**config.mk**
```make
export PLATFORM = sky130hd
export DESIGN_NAME = snap_capture
export DESIGN_NICKNAME = d
export VERILOG_FILES = /design/src/rtl/snap_pkg.sv /design/src/rtl/snap_accum.sv /design/src/rtl/snap_ring.sv /design/src/rtl/snap_trig.sv /design/src/rtl/snap_capture.sv
export SDC_FILE = /design/constraint.sdc
export NUM_CORES = 2
export LEC_CHECK = 0
export BUFFER_PORTS_ARGS = -buffer_cell sky130_fd_sc_hd__buf_2
export CORE_MARGIN = 2
export CORE_UTILIZATION = 60
export CTS_BUF_LIST = sky130_fd_sc_hd__clkbuf_8
export DETAILED_ROUTE_END_ITERATION = 10
export HOLD_SLACK_MARGIN = 0.05
export PLACE_DENSITY = 0.75
export SLEW_MARGIN = 20
export SYNTH_ARGS = -nofsm -noshare
export SYNTH_HDL_FRONTEND = slang
export SYNTH_SLANG_ARGS = --single-unit
export TNS_END_PERCENT = 50
```
**constraint.sdc**
```tcl
create_clock -name clk -period 6.2 [get_ports clk]
set_input_delay 0.62 -clock clk [delete_from_list [all_inputs] [get_ports clk]]
set_output_delay 0.62 -clock clk [all_outputs]
set_load 0.03 [all_outputs]
```
**src/rtl/snap_pkg.sv**
```systemverilog
package snap_pkg;
    typedef enum logic [1:0] {
        ST_FILL   = 2'd0,
        ST_RUN    = 2'd1,
        ST_FROZEN = 2'd2
    } cap_st_e;

    localparam int CAUSE_RANGE = 0;
    localparam int CAUSE_BURST = 1;
endpackage

```
**src/rtl/snap_accum.sv**
```systemverilog
module snap_accum #(
    parameter int DATA_W = 8,
    parameter int SUM_W  = 16
) (
    input  logic              clk,
    input  logic              rst_n,
    input  logic              load,
    input  logic [SUM_W-1:0]  load_val,
    input  logic              step,
    input  logic              valid,
    input  logic [DATA_W-1:0] data,
    output logic [SUM_W-1:0]  sum
);
    always_ff @(posedge clk) begin
        if (!rst_n)
            sum <= '0;
        else if (load)
            sum <= load_val;
        else if (step && valid)
            sum <= sum + SUM_W'(data);
    end
endmodule

```
**src/rtl/snap_ring.sv**
```systemverilog
module snap_ring #(
    parameter int DEPTH = 256,
    parameter int W     = 9,
    localparam int PW   = $clog2(DEPTH)
) (
    input  logic          clk,
    input  logic          rst_n,
    input  logic          wr_en,
    input  logic [W-1:0]  wr_word,
    output logic [W-1:0]  old_word,
    output logic [PW-1:0] wp,
    input  logic [PW-1:0] rd_idx,
    output logic [W-1:0]  rd_word
);
    logic [W-1:0] mem [DEPTH];

    always_ff @(posedge clk) begin
        if (wr_en)
            mem[wp] <= wr_word;
    end

    always_ff @(posedge clk) begin
        if (!rst_n)
            wp <= '0;
        else if (wr_en)
            wp <= (wp == PW'(DEPTH - 1)) ? '0 : wp + 1'b1;
    end

    assign old_word = mem[wp];
    assign rd_word  = mem[rd_idx];
endmodule

```
**src/rtl/snap_trig.sv**
```systemverilog
module snap_trig #(
    parameter int SUM_W     = 16,
    parameter int BURST_MAX = 8,
    localparam int CW       = $clog2(BURST_MAX + 1)
) (
    input  logic             clk,
    input  logic             rst_n,
    input  logic             valid,
    input  logic [SUM_W-1:0] sum,
    input  logic [SUM_W-1:0] lo,
    input  logic [SUM_W-1:0] hi,
    input  logic             range_en,
    input  logic             burst_en,
    output logic             raw_range,
    output logic             raw_burst
);
    logic [CW-1:0] run_len;

    always_ff @(posedge clk) begin
        if (!rst_n || !valid)
            run_len <= '0;
        else if (run_len != CW'(BURST_MAX))
            run_len <= run_len + 1'b1;
    end

    assign raw_range = range_en && ((sum < lo) || (sum > hi));
    assign raw_burst = burst_en && valid && (run_len == CW'(BURST_MAX));
endmodule

```
**src/rtl/snap_capture.sv**
```systemverilog
module snap_capture import snap_pkg::*; #(
    parameter int DATA_W    = 8,
    parameter int SUM_W     = 16,
    parameter int DEPTH     = 256,
    parameter int BURST_MAX = 8,
    localparam int PW       = $clog2(DEPTH),
    localparam int SW       = DATA_W + 1,
    localparam int WORD_W   = (SUM_W > SW) ? SUM_W : SW
) (
    input  logic              clk,
    input  logic              rst_n,
    input  logic              in_valid,
    input  logic [DATA_W-1:0] in_data,
    input  logic [SUM_W-1:0]  lo_bound,
    input  logic [SUM_W-1:0]  hi_bound,
    input  logic              range_en,
    input  logic              burst_en,
    input  logic              rearm,
    input  logic [PW:0]       rd_addr,
    output logic [WORD_W-1:0] rd_data,
    output logic [SUM_W-1:0]  live_sum,
    output logic              frozen
);
    cap_st_e        st_q, st_d;
    logic [PW-1:0]  fill_cnt, wp, frz_wp, rd_idx;
    logic [PW:0]    idx_sum;
    logic [SW-1:0]  old_word, rd_word;
    logic [SUM_W-1:0] rep_sum;
    logic [1:0]     cause_q;
    logic           raw_range, raw_burst, trig, fill_done;
    logic           wr_en, rep_load, rep_step;

    // live copy: never gated
    snap_accum #(.DATA_W(DATA_W), .SUM_W(SUM_W)) u_live (
        .clk(clk), .rst_n(rst_n), .load(1'b0), .load_val('0), .step(1'b1),
        .valid(in_valid), .data(in_data), .sum(live_sum)
    );

    // replica: fed from the ring, DEPTH edges behind
    snap_accum #(.DATA_W(DATA_W), .SUM_W(SUM_W)) u_replica (
        .clk(clk), .rst_n(rst_n), .load(rep_load), .load_val(live_sum), .step(rep_step),
        .valid(old_word[DATA_W]), .data(old_word[DATA_W-1:0]), .sum(rep_sum)
    );

    snap_ring #(.DEPTH(DEPTH), .W(SW)) u_ring (
        .clk(clk), .rst_n(rst_n), .wr_en(wr_en), .wr_word({in_valid, in_data}),
        .old_word(old_word), .wp(wp), .rd_idx(rd_idx), .rd_word(rd_word)
    );

    snap_trig #(.SUM_W(SUM_W), .BURST_MAX(BURST_MAX)) u_trig (
        .clk(clk), .rst_n(rst_n), .valid(in_valid), .sum(live_sum),
        .lo(lo_bound), .hi(hi_bound), .range_en(range_en), .burst_en(burst_en),
        .raw_range(raw_range), .raw_burst(raw_burst)
    );

    assign fill_done = (fill_cnt == PW'(DEPTH - 1));

    // state register
    always_ff @(posedge clk) begin
        if (!rst_n)
            st_q <= ST_FILL;
        else
            st_q <= st_d;
    end

    // next state and per-state controls
    always_comb begin
        st_d     = st_q;
        trig     = 1'b0;
        wr_en    = 1'b0;
        rep_load = 1'b0;
        rep_step = 1'b0;
        unique case (st_q)
            ST_FILL: begin
                wr_en    = 1'b1;
                rep_load = (fill_cnt == '0);
                if (fill_done)
                    st_d = ST_RUN;
            end
            ST_RUN: begin
                trig     = raw_range || raw_burst;
                wr_en    = !trig;
                rep_step = !trig;
                if (trig)
                    st_d = ST_FROZEN;
            end
            ST_FROZEN: begin
                if (rearm)
                    st_d = ST_FILL;
            end
            default: st_d = ST_FILL;
        endcase
    end

    always_ff @(posedge clk) begin
        if (!rst_n) begin
            fill_cnt <= '0;
            frz_wp   <= '0;
            cause_q  <= '0;
        end else begin
            fill_cnt <= (st_q == ST_FILL) ? fill_cnt + 1'b1 : '0;
            if (trig) begin
                frz_wp                <= wp;
                cause_q[CAUSE_RANGE] <= raw_range;
                cause_q[CAUSE_BURST] <= raw_burst;
            end
        end
    end

    // readout: oldest stored pair sits at the write pointer captured at freeze
    assign idx_sum = {1'b0, frz_wp} + {1'b0, rd_addr[PW-1:0]};
    assign rd_idx  = (idx_sum >= (PW+1)'(DEPTH)) ? PW'(idx_sum - (PW+1)'(DEPTH))
                                                 : idx_sum[PW-1:0];

    always_ff @(posedge clk) begin
        if (!rst_n)
            rd_data <= '0;
        else if (rd_addr[PW])
            rd_data <= WORD_W'(rd_word);
        else if (rd_addr[PW-1:0] == '0)
            rd_data <= WORD_W'(rep_sum);
        else if (rd_addr[PW-1:0] == PW'(1))
            rd_data <= WORD_W'(cause_q);
        else
            rd_data <= '0;
    end

    assign frozen = (st_q == ST_FROZEN);
endmodule

```
==> PnR_summary.wiki <==
{| class="wikitable"
! Metric !! Value
|-
| Sinks on Clock Net || 2392
|-
| Number of register bits inferred by synthesis || 2392
|-
| First-pass GRT wire length || 468700 microns
|-
| Mean routed wirelength per cell || 39.21 microns
|-
| Portion of total power attributed to sequential cells || 52.3%
|-
| Number of buffers inserted during clock tree synthesis || 395
|-
| Count of antenna-violating nets left after detailed routing || 0
|-
| IO buf count || 87
|-
| Headroom to the max-slew limit || 15.91%
|-
| Clock transition at the register clock pins on the worst setup and hold paths after CTS || 0.07 ns
|-
| Initial detailed-routing violation count || 10666
|-
| Worst-path cell chain || buf_12, buf_4, mux4_2, mux4_2, mux4_2, mux4_2, ha_1, o21ai_0, nand2b_1, a21o_1, a21oi_1, o21bai_1, a21oi_1, o31ai_1, a31oi_1
|-
| Maximum operating frequency || 169.3 MHz
|-
| Ratio of total power to cell area || 274.7 mW/mm^2
|-
| Internal power || 0.02567 W
|-
| Pin count of the biggest net entering global routing || 161
|-
| Post-synthesis to final-layout area growth || 11.02%
|-
| CP max FO || 37
|-
| Vias/cell || 7.501
|-
| Post-detailed-routing wire length || 331600 microns
|-
| Total of endpoints with negative setup slack in the final report || 0
|-
| Count of unique library cells instantiated by Yosys || 63
|-
| Setup TNS || 0 ns
|-
| Max capacitance violation total || 0
|-
| Skew final || 0.1038 ns
|-
| Switching power || 0.008462 W
|-
| Via count || 63440
|-
| Post-synth net total || 5351
|-
| Fraction of layout instances using a drive strength above 1 || 40.86%
|-
| Fin crit period || 5.907 ns
|-
| Capturing element type of the critical path || flip-flop
|-
| Post-route clock period utilization || 95.27%
|-
| Unrepaired setup endpoints after global routing || no
|-
| Filler cell count in the final layout || 11900
|-
| Capturing point of the worst reg2reg path || u_replica.sum[10]$_SDFFE_PN0P_
|-
| H-tree depth || 5
|-
| Mean instance size in the synthesized netlist || 21.39 sq um
|-
| Combinational Power Share || 10.8%
|-
| Clock network fraction of total power || 37.0%
|-
| Final RePlAce weighted congestion || 0.9599
|-
| Buffers from clock root to sink, at most || 4
|-
| Outcome || finished clean
|-
| Worst Reg-to-Reg Cells || 15
|-
| Core Util, Final || 67.00%
|-
| Core outline area || 0.1854 sq mm
|-
| Tightest Pin Transition || 1.261 ns
|-
| Critical Path Source Type || flip-flop
|-
| Required time reported for the critical path endpoint || 7.20 ns
|-
| DRC violation count after routing || 0
|-
| Slack of the worst reg-to-reg path || 0.29 ns
|-
| Die Span X || 435.9 microns
|-
| Switching portion of total power || 24.80%
|-
| Die outline area || 0.1900 sq mm
|-
| CP peak stage delay || 0.72 ns
|-
| Number of antenna violations at the first check in global routing || 18
|-
| Starting Density || 60.35%
|-
| Overall track demand over capacity in global routing || 35.29%
|-
| Post-synthesis sequential area ratio || 63.40%
|-
| Sum of net half-perimeters after detailed placement || 218100 microns
|-
| 1st-pass router iterations || 8
|-
| Count of flip-flops with a built-in enable after synthesis || 2304
|-
| I/O pin total || 88
|-
| Number of global-route vias before repair || 62464
|-
| HP Class || input port to flip-flop
|-
| Fraction of synthesis flops using an asynchronous set or reset pin || 0%
|-
| Worst path arrival time || 6.91 ns
|-
| Die height || 435.9 microns
|-
| Cell seen most often among critical-path stages || mux4_2
|-
| Synth area leader || edfxtp_1
|-
| Root buffer selected by CTS || clkbuf_8
|-
| Hold wc startpoint || burst_en
|-
| Leftover overflow at the end of global routing || 0
|-
| Leading post-synthesis cells by cell area || edfxtp_1 62%, mux4_2 30%, dfxtp_1 1.6%, nor2_1 1.1%, clkbuf_1 0.82%
|-
| Netlist area before placement || 0.1119 sq mm
|-
| Dominant register cell in the synthesized netlist || edfxtp_1
|-
| Leakage || 39.18 nW
|-
| TritonCTS clock tree || done
|-
| Sink of the worst hold path || cause_q[1]$_SDFFE_PN0P_
|-
| Final net count || 5785
|-
| YS warnings || 0
|-
| Design Power || 0.03413 W
|-
| Number of cells on the worst hold path || 4
|-
| Setup Crit Path Kind || flip-flop to flip-flop
|-
| Synthesized netlist cell count || 5231
|-
| Later-pin clock latency in the skew report || 1.09 ns
|-
| Slowest cell on the critical path || dfxtp_4
|-
| Share of the synthesized area in the top cell type || 61.82%
|-
| Max Slew Vio Count || 0
|-
| Fin. Hold Viols || 0
|-
| Number of standard-cell rows in the floorplan || 158
|-
| Maximum ir drop on the vdd rail || 0.2962 mV
|}
layout by cell type, fill, tap and decap left out, drive strengths merged, types with 14 or more instances in the layout:
cell | netlist | routed
nor2 | 340 | 340
nor2b | 15 | 15
xor2 | 18 | 18
o21ai | 35 | 35
edfxtp | 2304 | 2304
clkbuf | 245 | 413
nand2 | 45 | 45
xnor2 | 19 | 19
buf | 157 | 424
a21oi | 43 | 43
dfxtp | 88 | 88
nand4 | 21 | 21
clkinv | 2 | 149
inv | 60 | 197
mux2i | 83 | 83
a21o | 14 | 14
nand3 | 28 | 28
ha | 62 | 62
mux4 | 1483 | 1483
repair_timing:
action,4_1_cts,5_1_grt
buffers inserted,0,0
hold buffers,6,0
gates resized for setup,0,0
setup endpoints to repair,0,0
hold endpoints to repair,58,0
registers in the layout (all words and copies together), names as in the netlist, named ones only:
| signal | count |
|---|---|
| cause_q | 2 |
| fill_cnt | 8 |
| frz_wp | 8 |
| rd_data | 16 |
| st_q | 2 |
| u_live.sum | 16 |
| u_replica.sum | 16 |
| u_ring.mem | 2304 |
| u_ring.wp | 8 |
| u_trig.run_len | 4 |
cell usage after synthesis, drive strengths merged, types with 4 or more instances:
library cell  count
a211oi            6
edfxtp         2304
xor2             18
a21oi            43
clkbuf          245
o21ai            35
nor3             13
nor4              6
a21o             14
a31oi            12
dfxtp            88
o21bai            5
a221oi            6
mux2i            83
nand2b            7
nand3            28
nand2            45
nand3b            5
nor2            340
nand4bb           4
and3              5
ha               62
buf             157
o311ai            7
a22oi             5
inv              60
mux4           1483
nor2b            15
a211o             8
xnor2            19
or4               7
or3              12
and2             10
nand4            21
o31ai             5
nand4b            9
a2111oi           6
stage by stage:
| step | instance area [sq um] | instances | setup WS [ns] | hold WS (ns) |
|---|---|---|---|---|
| 2_1_floorplan | 111900 | 5231 | 1.062 | 0.4360 |
| 3_3_place_gp | 117000 | 7739 | 0.2782 | 0.4437 |
| 3_5_place_dp | 117100 | 7740 | 0.3664 | 0.4535 |
| 4_1_cts | 124100 | 8445 | 0.3674 | 0.07937 |
| 5_1_grt | 124200 | 8451 | 0.1373 | 0.1310 |
| 6_report | 124200 | 8457 | 0.2932 | 0.1603 |
layer usage:
layer | global-route usage [%] | share of wire, % | wire length [microns] | vias up
met5 | 0 | 0.011 | 35 | -
met4 | 19.08 | 6.5 | 21660 | 6
met3 | 8.567 | 12 | 40440 | 951
met2 | 53.81 | 47 | 156500 | 5057
met1 | 47.95 | 34 | 113000 | 33562
li1 | - | - | - | 23864
how the worst max path moves through the flow:
stage,from,endpoint,cells after the start
after floorplan,flip-flop,u_replica.sum[9]$_SDFFE_PN0P_,18
after global placement,flip-flop,u_replica.sum[8]$_SDFFE_PN0P_,15
after detailed placement,flip-flop,u_replica.sum[12]$_SDFFE_PN0P_,15
after CTS,flip-flop,u_replica.sum[12]$_SDFFE_PN0P_,15
after global routing,flip-flop,u_replica.sum[12]$_SDFFE_PN0P_,15
final,flip-flop,u_replica.sum[10]$_SDFFE_PN0P_,15
kinds of logic (layout without fill, tap and decap cells):
logic type	after synthesis	in the layout	share of synthesized area [%]
adder cells (fa/ha/maj)	65	65	0.7468
XOR/XNOR	37	37	0.2896
buffers and inverters	464	1200	1.797
AND/OR/NAND/NOR	531	531	2.131
flip-flops	2392	2392	63.40
other	0	10	0
multiplexers	1568	1568	30.61
AO/OA/AOI/OAI	174	174	1.034
final cells by class:
class | count | area, sq um | area share (%)
Antenna cell | 10 | 25.02 | 0.02014
Inverter | 62 | 232.7 | 0.1873
Tap cell | 2480 | 3103 | 2.498
Timing Repair Buffer | 439 | 3845 | 3.095
Clock buffer | 404 | 5560 | 4.475
Clock inverter | 295 | 1390 | 1.119
Sequential cell | 2392 | 70970 | 57.12
Multi-Input combinational cell | 2375 | 39120 | 31.49
critical path: cells and delay by family (launching register included):
family / cells / cell delay, ns
multiplexers: 4 / 2.26
AO/OA/AOI/OAI: 7 / 1.53
buffers and inverters: 2 / 0.83
flip-flops: 1 / 0.72
adder cells (fa/ha/maj): 1 / 0.34
AND/OR/NAND/NOR: 1 / 0.11
power by group through the flow:
stage               clock [W]  combinational, W  sequential [W]
floorplan                   0           0.00216          0.0182
global placement            0           0.00356          0.0182
detailed placement          0           0.00361          0.0182
CTS                    0.0127           0.00362          0.0178
global route           0.0134           0.00377          0.0178
finish                 0.0126           0.00367          0.0178
Power figures use the tool's default switching activity.
